[src/rtl/adc_scan_seq.sv]
module adc_scan_seq #(
  parameter int CH_W    = 4,
  parameter int RES_W   = 12,
  parameter int RANGE_W = 5
) (
  input  logic                      clk,
  input  logic                      rst_n,
  input  logic                      wr_en,
  input  logic [1:0]                wr_addr,
  input  logic [CH_W+RES_W-1:0]     wr_data,
  input  logic                      pacer_tick,
  input  logic                      ext_trig,
  input  logic                      ext_gate,
  input  logic                      conv_done,
  input  logic [CH_W+RES_W-1:0]     conv_result,
  output logic                      conv_start,
  output logic [CH_W-1:0]           conv_chan,
  output logic [RANGE_W-1:0]        conv_range,
  output logic                      sample_valid,
  output logic [CH_W+RES_W-1:0]     sample_data,
  output logic                      busy,
  output logic                      overrun
);
  localparam int NCH    = 1 << CH_W;
  localparam int FLD_W  = (CH_W + RES_W) / 2;
  localparam logic [1:0] A_MUX = 2'd0, A_RNG = 2'd1, A_CTL = 2'd2, A_SWT = 2'd3;

  logic [CH_W-1:0]    scan_lo, scan_hi, cur, act_chan;
  logic [RANGE_W-1:0] rng_mem [NCH];
  logic [3:0]         ctl;
  logic               ext_q;

  wire mux_wr = wr_en && wr_addr == A_MUX;
  wire rng_wr = wr_en && wr_addr == A_RNG;
  wire ctl_wr = wr_en && wr_addr == A_CTL;
  wire swt_wr = wr_en && wr_addr == A_SWT;

  wire pace_ok = pacer_tick && (!ctl[3] || ext_gate);
  wire trig    = (ctl[0] && swt_wr) || (ctl[1] && pace_ok) || (ctl[2] && ext_trig && !ext_q);
  wire done_ok = conv_done && busy;
  wire accept  = trig && (!busy || conv_done);
  wire ovr_set = trig && busy && !conv_done;

  wire [CH_W-1:0] nxt = (cur == scan_hi) ? scan_lo : cur + 1'b1;

  always_ff @(posedge clk or negedge rst_n) begin
    if (!rst_n) begin
      scan_lo      <= '0;
      scan_hi      <= '0;
      cur          <= '0;
      act_chan     <= '0;
      ctl          <= '0;
      ext_q        <= 1'b0;
      conv_start   <= 1'b0;
      conv_chan    <= '0;
      conv_range   <= '0;
      sample_valid <= 1'b0;
      sample_data  <= '0;
      busy         <= 1'b0;
      overrun      <= 1'b0;
      for (int i = 0; i < NCH; i++) rng_mem[i] <= '0;
    end else begin
      ext_q        <= ext_trig;
      conv_start   <= accept;
      sample_valid <= done_ok;
      if (done_ok) sample_data <= {act_chan, conv_result[RES_W-1:0]};
      if (accept) begin
        busy       <= 1'b1;
        act_chan   <= cur;
        conv_chan  <= cur;
        conv_range <= rng_mem[cur];
      end else if (done_ok) begin
        busy <= 1'b0;
      end
      if (mux_wr) begin
        scan_lo <= wr_data[CH_W-1:0];
        scan_hi <= wr_data[FLD_W +: CH_W];
        cur     <= wr_data[CH_W-1:0];
      end else if (accept) begin
        cur <= nxt;
      end
      if (rng_wr) rng_mem[cur] <= wr_data[RANGE_W-1:0];
      if (ctl_wr) ctl <= wr_data[3:0];
      if (ovr_set) overrun <= 1'b1;
      else if (ctl_wr) overrun <= 1'b0;
    end
  end

  a_r12_start_busy: assert property (@(posedge clk) disable iff (!rst_n)
    conv_start |-> busy);
  a_r9_overrun_sticky: assert property (@(posedge clk) disable iff (!rst_n)
    (overrun && !ctl_wr) |=> overrun);
  a_r5_sample_after_done: assert property (@(posedge clk) disable iff (!rst_n)
    sample_valid |-> $past(conv_done));
  a_r11_idle_no_start: assert property (@(posedge clk) disable iff (!rst_n)
    (ctl[2:0] == 3'b000) |=> !conv_start);
  a_r9_busy_no_restart: assert property (@(posedge clk) disable iff (!rst_n)
    (busy && !conv_done) |=> !conv_start);
  a_r12_idle_done_ignored: assert property (@(posedge clk) disable iff (!rst_n)
    (!busy) |=> !sample_valid);
endmodule

[config.mk]
export PLATFORM = sky130hd
export DESIGN_NAME = adc_scan_seq
export DESIGN_NICKNAME = d
export VERILOG_FILES = /design/src/rtl/adc_scan_seq.sv
export SDC_FILE = /design/constraint.sdc
export NUM_CORES = 1
export LEC_CHECK = 0
export BUFFER_PORTS_ARGS = -buffer_cell sky130_fd_sc_hd__buf_2
export CORE_MARGIN = 2
export CORE_UTILIZATION = 50
export DETAILED_ROUTE_END_ITERATION = 10
export GPL_TIMING_DRIVEN = 0
export PLACE_DENSITY = 0.69
export SYNTH_ARGS = -nofsm -noshare
export SYNTH_HDL_FRONTEND = slang
export SYNTH_SLANG_ARGS = --single-unit
[constraint.sdc]
create_clock -name clk -period 2.7 [get_ports clk]
set_input_delay 0.27 -clock clk [delete_from_list [all_inputs] [get_ports clk]]
set_output_delay 0.27 -clock clk [all_outputs]
set_load 0.02 [all_outputs]
# Word level (Yosys, flattened, before mapping)
# Cells that the tools add are included.
# classes
magnitude_cmp,2
eq_ne,4
bitwise_logic,1
reduce_logical,26
add_sub_neg,1
n_mux,13
# ops
op,n
bitwise mux 80 bit,1
binary-select mux 5 bit (select 4 bit),1
demux 5 bit (select 4 bit),1
2-to-1 mux 5 bit,3
logical AND 1 bit,14
2-to-1 mux 4 bit,3
nonzero test 2 bit,3
>= comparator 5 bit (second input constant),1
less-than comparator 5 x 1 -> 1 bit (second input constant),1
inverter 4 -> 5 bit,1
adder 4 x 1 -> 4 bit (second input constant),1
equality test 2 bit (second input constant),2
equality test 4 bit,1
logical NOT 1 bit,4
logical OR 1 bit,4
2-to-1 mux 1 bit,4
equality test 2 x 1 -> 1 bit (second input constant),1
logical NOT 2 bit,1
# totals
register_bits,126
out_inout_bits,29
inputBits,41
word_cells,75

# Longest topological paths before layout
# Gate-level depths: netlist (run 1).
# depth
depth_word,9
depth_mapped,7
ltp_nobuf,6

# Worst setup path after synthesis (run 1)
# No wires, ideal clock.
# synth_timing
path_kind,register to register
from,register cur[0]
to,register rng_mem[75] (netlist name)
stages_incl_launch_ff,8
period_less_slack_ns,1.962
path_buffers,2
setup_ns,0.125
required_time_ns,2.575
arrival_ns,1.837
setup_slack_ns,0.738
cell_sequence,dfrtp_1 > buf_6 > buf_4 > inv_1 > ha_1 > nand2_1 > nor3_1 > mux2_2
# synth_via
elab_chain_len,6
word_cells_on_any_way,7
cone_classes,order compare (2); mux (3); bitwise (1); reduce/logical (1)
# synth_lines
element,line_no,rtl
from (decl),28,"logic [CH_W-1:0] scan_lo, scan_hi, cur, act_chan;"
from (signal assigned),78,cur <= wr_data[CH_W-1:0];
from (signal assigned),80,cur <= nxt;
inverter 4 -> 5 bit (implied by the code) (*),82,if (rng_wr) rng_mem[cur] <= wr_data[RANGE_W-1:0];
>= comparator 5 bit (implied by the code) or less-than comparator 5 x 1 -> 1 bit (tied branches),82,
logical AND 1 bit (implied by the code),82,
2-to-1 mux 5 bit (implied by the code),82,
demux 5 bit (select 4 bit) (*),82,
bitwise mux 80 bit (*),82,
"to (signal, indexed assignment)",82,
to (decl),29,logic [RANGE_W-1:0] rng_mem [NCH];
# Every way passes the cells marked *; elsewhere a longest branch is shown, timed or not.
# A chain may end at the register's enable or synchronous reset.

# Worst setup path after layout (run 1)
# layout_timing
from,register cur[1]
to,register conv_range[0]
# layout_via
elab_chain_len,4
# layout_lines
element,line_no,rtl
inverter 4 -> 5 bit (implied by the code),71,conv_range <= rng_mem[cur];
binary-select mux 5 bit (select 4 bit),71,
2-to-1 mux 5 bit (implied by the code) (2 in series),71,
to (signal assigned),71,
to (decl),18,"output logic [RANGE_W-1:0] conv_range,"
# Every way passes these cells. The select of a mux whose other input is x is not followed.

==> results.cfg, run 1 <==
[floorplanning]
row_count = 38
dieWidth_um = 110
start_util_pct = 51.3
dieHeight_um = 110
io_pins = 70
die-area_um2 = 12000
coreArea_um2 = 10900

[routing]
drc = 0
drt-pass1-iter-count = 4
drt.antenna.violating_nets = 0
vias = 3544
routed_wl_um = 12000
viasPerCell = 5.39
wire_per_inst_um = 18.3
drt_iter0_markers = 162

[power]
leakagePower_nw = 3.27
p_seq_share_pct = 38.2
p_switching_mw = 2.36
ir_worst_vdd_mv = 0.527
power.share.clock_pct = 30.6
power_density_nw_per_um2 = 1130
power.share.switching_pct = 30.4
internal_power_mw = 5.40
comb_power_share_pct = 31.2
p_total_mw = 7.76

[sta]
finalMaxSlewViolations = 0
worst_pin_slew_ns = 0.851
holdWs_ns = 0.0741
fmax_mhz = 386
finalCritPeriodShare_pct = 96.0
setup_viol = 0
skew_ns = 0.00614
slew_headroom_pct = 42.8
hold_violations = 0
rsz0062_at_grt = false
min_period_ns = 2.59

[layout]
register_area_um2 = 3150
antenna_cells = 0
nFillCells = 811
stdcell_area_um2 = 6900
multi_input_area_um2 = 2320
stdcell_count = 657
nNetsFinal = 549
drive_gt1_share_pct = 40.4
layout_commonest_cell = dfrtp_1
utilization_pct = 63.3
syn2layout_area_growth_pct = 23.4
final_cell_mix = dfrtp_1, mux2_2, buf_2

[yosys]
synth_xor_area_share_pct = 0.940
syn_area_per_cell_um2 = 13.7
ys_async_sr_fraction_pct = 100
syn_nets = 453
synth-seq-area-share_pct = 56.4
syn_area_um2 = 5590
synthTopCellsByArea = dfrtp_1, mux2_2, mux2i_1, mux4_2, nand2_1
synth-seq-cells = 126
synth_simple_gate_area_share_pct = 6.63
synthAdderAreaFrac_pct = 0.895
synth_top_family_by_area = multiplexers
ys_warn_count = 0
yosysTopAreaCellShare_pct = 56.4
ys_types = 36
synth_compound_area_share_pct = 3.38
synthCells = 408
post-synth-top-area-cell = dfrtp_1
synth_edf_count = 0
synthFlopType = dfrtp_1
muxShareOfSynthArea_pct = 29.6

[clock_network]
cts-buffers-inserted = 17
clock_path_buffers = 2
cts_tree = done
clock_latency_ns = 0.52
cts_root_buffer = clkbuf_8
htreeDepth = 4
cts.clk_slew.worst_paths_ns = 0.06
cts.sinks = 126

[place]
hpwlAfterDp_um = 8210
port_buffers = 58
placed_area_um2 = 6090
place_inst = 607
globalplace.congestion = 0.792

[setup_path]
end_kind = flip-flop
crit_fanout = 10
worstPathArrival_ns = 2.97
path_class = reg -> reg
cp-start-kind = flip-flop
required_ns = 3.08

[global_routing]
grt_max_degree = 92
grt_usage_pct = 22.2
grt_overflow = 0
grt_pass1_wl_um = 19500
antenna_found_initial = 0
grt_pass1_vias = 3646

[run]
cap_violations = 0

[outcome]
status = finished, final reports clean

[worst_hold_path]
hp-class = in -> reg
[critical path, stage by stage, from the launching register on]
cell,delay (ns)
dfrtp_1,0.38
buf_2,0.22
buf_2,0.30
buf_2,0.38
mux2i_1,0.25
o22ai_1,0.13
a2111oi_0,0.62
o21ai_0,0.15
[final timing paths]
check | start | to | slack [ns] | cells past startpoint
worst max-delay path | cur[1] | conv_range[0] | 0.11 | 7
worst min-delay path | conv_done | busy | 0.07 | 3
worst max register to register | cur[1] | conv_range[0] | 0.11 | 7
worst min register to register | scan_lo[3] | scan_lo[3] | 0.48 | 2
max in group asynchronous | rst_n | rng_mem[27] | 1.72 | 3
min in group asynchronous | rst_n | sample_data[4] | 0.23 | 2
[Yosys cell counts (all sizes together) (5+ instances only)]
cell    number
o21ai       14
o22ai        8
inv          6
mux2i       19
nor2        15
mux4        13
clkbuf      11
mux2       102
xnor2        6
dfrtp      126
nand2       39
nand2b       5
buf          9
[layout make-up]
type / count / area share, %
buffer: 20 / 1.36
clock buffer: 22 / 6.71
clock inverter: 10 / 2.32
inverter: 7 / 0.381
multi-input combinational: 255 / 33.6
sequential: 126 / 45.7
tap: 140 / 2.54
timing repair buffer: 77 / 7.31
[per-layer routing]
layer / GRT usage (%) / routed length (um)
met3: 5.04 / 610
met5: 0 / 0
met1: 30.1 / 5510
met2: 35.1 / 5690
met4: 8.14 / 198
[timing repair]
item | CTS | global route
resized for setup | 0 | 3
setup buffers | 0 | 0
setup endpoints to repair | 0 | 3
endpoints found under the hold margin | 52 | 0
hold buffers | 18 | 0
[cell families after synthesis]
group	after synthesis
AO/OA/AOI/OAI	30
XOR/XNOR	6
multiplexers	134
flip-flops	126
adder cells (fa/ha/maj)	4
AND/OR/NAND/NOR	81
buffers and inverters	27
[registers in the layout, indices dropped and copies added (netlist names)]
register,cells
ext_q,1
sample_data,16
conv_range,5
busy,1
conv_start,1
scan_hi,4
act_chan,4
scan_lo,4
cur,4
ctl,4
overrun,1
sample_valid,1
rng_mem,80
[power groups by stage]
stage | clock network [mW] | logic (mW) | registers, mW
after floorplan | 0 | 1.57 | 3.10
after global placement | 0 | 2.33 | 2.94
after detailed placement | 0 | 2.41 | 2.99
after CTS | 2.41 | 2.44 | 2.96
after global routing | 2.51 | 2.64 | 3.06
final | 2.37 | 2.42 | 2.96
[per-stage QoR]
step	setup slack, ns	TNS, ns
after floorplan	0.738	0
after global placement	-0.170	-19.98
after detailed placement	0.0566	0
after CTS	0.0493	0
after global routing	0.0000757	0
final	0.107	0
(Power assumes the default switching activity.)
==> inputs of run 2 (changes only) <==
==> constraint.sdc (replaced) <==
create_clock -name clk -period 3.1 [get_ports clk]
set_input_delay 0.31 -clock clk [delete_from_list [all_inputs] [get_ports clk]]
set_output_delay 0.31 -clock clk [all_outputs]
set_load 0.02 [all_outputs]
==> run 2 against run 1 <==
Net effect: via count fell by 0.56%; flip-flop and latch count did not move; hold slack got worse by 0.051 ns; die area did not move; clock power fell by 13%; combinational power fell by 13%; global-route usage fell by 0.20 points.
==> results.cfg, run 2 (synthesized netlist as in run 1, its figures left out) <==
[outcome]
status = finished, final reports clean

[power]
leakagePower_nw = 3.24
comb_power_share_pct = 31.1
internal_power_mw = 4.69
power.share.switching_pct = 30.5
power.share.clock_pct = 30.6
p_seq_share_pct = 38.3
power_density_nw_per_um2 = 988
p_total_mw = 6.74
ir_worst_vdd_mv = 0.460
p_switching_mw = 2.05

[sta]
worst_pin_slew_ns = 0.856
fmax_mhz = 384
finalMaxSlewViolations = 0
rsz0062_at_grt = false
skew_ns = 0.00603
holdWs_ns = 0.0229
hold_violations = 0
slew_headroom_pct = 42.5
setup_viol = 0
timing.setup.tns_ns = 0
min_period_ns = 2.60
finalCritPeriodShare_pct = 83.9

[clock_network]
cts-buffers-inserted = 17
cts_tree = done
clock_latency_ns = 0.52
cts.clk_slew.worst_paths_ns = 0.06
cts_hold_buf = 11
cts_setup_buffers = 0
clock_path_buffers = 2
cts.sinks = 126
cts_resized = 0
cts_root_buffer = clkbuf_8
htreeDepth = 4

[layout]
layout_commonest_cell = dfrtp_1
top_regs = rng_mem: 80 flops, sample_data: 16 flops, conv_range: 5 flops
nNetsFinal = 542
stdcell_count = 650
utilization_pct = 62.7
regMostFlops = rng_mem
syn2layout_area_growth_pct = 22.1
largest_reg_flops = 80
drive_gt1_share_pct = 41.0
antenna_cells = 0
final_cell_mix = dfrtp_1, mux2_2, buf_2

[setup_path]
end_kind = flip-flop
crit_fanout = 10
worstRegToRegCells = 7
worstPathArrival_ns = 2.98
cp-start-kind = flip-flop
cp-startpoint = cur[1]
path_class = reg -> reg
required_ns = 3.48
r2r_start = cur[1]

[floorplanning]
row_count = 38
io_pins = 70
start_util_pct = 51.3
die-area_um2 = 12000
dieHeight_um = 110
dieWidth_um = 110
coreArea_um2 = 10900

[worst_hold_path]
hp-class = in -> reg
holdCritStartpoint = conv_result[3]
min_path_cells = 2

[routing]
vias = 3524
drc = 0
drt.antenna.violating_nets = 0
routed_wl_um = 11900
drt_iter0_markers = 196
drt-pass1-iter-count = 4
viasPerCell = 5.42
wire_per_inst_um = 18.3

[global_routing]
grt_max_degree = 92
antenna_found_initial = 0
grt_usage_pct = 22.0
grt_pass1_vias = 3586
grt_pass1_wl_um = 19300
grt_overflow = 0

[place]
globalplace.congestion = 0.792
place_inst = 607
hpwlAfterDp_um = 8210
port_buffers = 58

[run]
cap_violations = 0
-- run 2: cell type report --
| class | count | area, um2 |
|---|---|---|
| fillers | 819 | 4070 |
| flip-flops and latches | 126 | 3150 |
| multi-input cells | 255 | 2320 |
| clock buffers | 22 | 463 |
| repair buffers | 70 | 434 |
| well taps | 140 | 175 |
| clock inverters | 10 | 160 |
| plain buffers | 20 | 93.8 |
| inverters | 7 | 26.3 |
-- run 2: worst paths after layout --
path                                  end  slack (ns)
max                         conv_range[0]        0.50
min                        sample_data[3]        0.02
max reg2reg                 conv_range[0]        0.50
min reg2reg                 conv_range[4]        0.49
max in group asynchronous     rng_mem[31]        2.09
min in group asynchronous  sample_data[4]        0.25
-- run 2: power by group through the flow --
stage               registers [mW]  clock network, mW  logic [mW]
finish                        2.58               2.06        2.10
global route                  2.67               2.19        2.28
CTS                           2.58               2.10        2.12
detailed placement            2.61                  0        2.10
global placement              2.56                  0        2.03
floorplan                     2.70                  0        1.37
-- run 2: worst max-delay path, cell delays in order, from the launching register on --
cell	delay, ns
dfrtp_1	0.37
buf_2	0.23
buf_2	0.31
buf_2	0.37
mux2i_1	0.25
o22ai_1	0.13
a2111oi_0	0.63
o21ai_0	0.15
-- run 2: per-layer routing --
layer  vias to the layer above  track usage (%)  part of all wire [%]
li1                       1646                -                     -
met1                      1752             30.1                    46
met2                       110             34.4                    47
met3                        16             5.04                   5.1
met4                         0             8.14                   1.6
met5                         -                0                     0
-- run 2: through the flow --
| stage | instance area [um2] | setup WS [ns] |
|---|---|---|
| after floorplan | 5590 | 1.14 |
| after global placement | 6050 | 0.190 |
| after detailed placement | 6090 | 0.457 |
| after CTS | 6820 | 0.449 |
| after global routing | 6820 | 0.275 |
| final | 6820 | 0.498 |
==> inputs of run 3 (changes only) <==
--- a/config.mk
+++ b/config.mk
@@ -5,6 +5,7 @@
 export SDC_FILE = /design/constraint.sdc
 export NUM_CORES = 1
 export LEC_CHECK = 0
+export ABC_AREA = 1
 export BUFFER_PORTS_ARGS = -buffer_cell sky130_fd_sc_hd__buf_2
 export CORE_MARGIN = 2
 export CORE_UTILIZATION = 50
==> constraint.sdc (replaced) <==
create_clock -name clk -period 2.4 [get_ports clk]
set_input_delay 0.24 -clock clk [delete_from_list [all_inputs] [get_ports clk]]
set_output_delay 0.24 -clock clk [all_outputs]
set_load 0.02 [all_outputs]
==> run 3 against run 2 <==
Net effect: the run now ends with design-rule violations left; hold slack lost 0.00051 ns; via count grew 40%; clock skew about the same; die area increased by 6.1%; register-to-register slack got worse by 0.08 ns; setup slack got worse by 0.081 ns; synthesized area rose by 6.4%; sequential power rose by 29%; maximum frequency grew 31%; routed wire length increased by 22%.
==> results.cfg, run 3 <==
[routing]
drt-pass1-iter-count = 9
viasPerCell = 5.09
drc = 10
drt.antenna.violating_nets = 0
routed_wl_um = 14600
drt_iter0_markers = 428
wire_per_inst_um = 15.0
vias = 4939

[layout]
utilization_pct = 61.1
largest_reg_flops = 80
antenna_cells = 0
layout_commonest_cell = nand2_1
regMostFlops = rng_mem
stdcell_count = 970
stdcell_area_um2 = 7040
syn2layout_area_growth_pct = 18.4
nFillCells = 1033
top_regs = rng_mem: 80 flops, sample_data: 16 flops, conv_range: 5 flops
drive_gt1_share_pct = 17.5
final_cell_mix = nand2_1, dfrtp_1, o21ai_0
nNetsFinal = 859

[setup_path]
end_kind = flip-flop
cp-start-kind = flip-flop
crit_fanout = 11
r2r_start = cur[1]
r2r-end = rng_mem[59]
worstRegToRegCells = 9
worstPathArrival_ns = 2.24
required_ns = 2.66
path_class = reg -> reg
r2r_setup_slack_ns = 0.42

[yosys]
synthTopCellsByArea = dfrtp_1, nand2_1, o21ai_0, nand3_1, inv_1
synth-seq-cells = 126
ys_warn_count = 0
syn_area_per_cell_um2 = 8.10
post-synth-top-area-cell = dfrtp_1
ys_async_sr_fraction_pct = 100
synth.most_common_cell = nand2_1
ys_types = 25
synth_edf_count = 0
synthFlopType = dfrtp_1
synthCells = 734
synth_common_cells = nand2_1, dfrtp_1, o21ai_0
syn_nets = 779
yosysTopAreaCellShare_pct = 53.0
synth-seq-area-share_pct = 53.0
syn_area_um2 = 5940

[global_routing]
grt_pass1_vias = 4914
grt_pass1_wl_um = 24300
grt_overflow = 0
grt_usage_pct = 24.4
grt_max_degree = 68
antenna_found_initial = 0

[clock_network]
cts-buffers-inserted = 17
cts_resized = 0
clock_latency_ns = 0.41
cts.sinks = 126
cts.clk_slew.worst_paths_ns = 0.05
cts_setup_buffers = 0
cts_tree = done
htreeDepth = 4
cts_root_buffer = clkbuf_16
clock_path_buffers = 2

[sta]
slew_headroom_pct = 60.0
setup_viol = 0
hold_violations = 0
setup_ws_ns = 0.417
finalCritPeriodShare_pct = 82.6
min_period_ns = 1.98
finalMaxSlewViolations = 0
rsz0062_at_grt = false
skew_ns = 0.00571
holdWs_ns = 0.0223
fmax_mhz = 504
worst_pin_slew_ns = 0.601
timing.setup.tns_ns = 0

[place]
hpwlAfterDp_um = 10000
placed_area_um2 = 6450
globalplace.congestion = 0.900
place_inst = 936
dpl_worst_slack_ns = 0.448
port_buffers = 58

[outcome]
status = finished, violations left
violations = design-rule violations

[floorplanning]
io_pins = 70
dieWidth_um = 113
die-area_um2 = 12800
dieHeight_um = 113
start_util_pct = 51.6
coreArea_um2 = 11500
row_count = 39

[power]
power_density_nw_per_um2 = 1310
ir_worst_vdd_mv = 0.674
leakagePower_nw = 3.65
p_total_mw = 9.23

[worst_hold_path]
holdCritStartpoint = wr_data[11]
min_path_cells = 3
hp-class = in -> reg
hold_end = scan_hi[3]

[run]
cap_violations = 0
run 3: logic make-up after synthesis:
kind of cell,synth area share [%]
AOI/OAI and AO/OA,8.40
xor gates and xnor gates,1.14
adders and majority gates,0.842
buffers and inverters,7.64
DFF,53.0
and+or+nand+nor,28.9
run 3: final cells by class:
class	instances	area, um2	share of cell area (%)
sequential	126	3150	44.8
multi-input combinational	513	2340	33.2
clock buffer	25	485	6.90
timing repair buffer	61	344	4.89
inverter	69	264	3.75
buffer	26	190	2.70
tap	143	179	2.54
clock inverter	7	85.1	1.21
run 3: how the worst max path moves through the flow:
| stage | start | slack, ns | end |
|---|---|---|---|
| final | cur[1] | 0.42 | rng_mem[59] |
| after global routing | cur[1] | 0.29 | rng_mem[59] |
| after CTS | cur[1] | 0.42 | rng_mem[59] |
| after detailed placement | cur[1] | 0.45 | rng_mem[59] |
| after global placement | rst_n | -0.48 | rng_mem[37] |
| after floorplan | cur[1] | 0.91 | rng_mem[79] |
run 3: repair_timing:
item                       in CTS  in global routing
hold endpoints to repair       60                  0
setup endpoints to repair       0                  0
hold buffers                    2                  0
run 3: metal layers:
layer	GRT usage, %	up-vias	wire [um]
met5	0	-	0
met4	10.4	0	388
met3	6.59	32	953
met2	37.8	163	6620
met1	32.7	2293	6600
li1	-	2451	-
run 3: report_power, final:
group          leakage [nW]  total (mW)  internal, mW  switching, mW
logic                  1.72        3.43          1.22           2.21
registers              1.65        3.34          2.90          0.437
clock network         0.285        2.47          1.60          0.866
run 3: critical path: stages, from the launching register on:
cell and delay (ns):
dfrtp_1 0.41, buf_6 0.16, inv_2 0.07, buf_2 0.27, ha_1 0.20, inv_1 0.06
nor2_4 0.25, nand2_2 0.19, nand2_1 0.11, o21ai_0 0.10
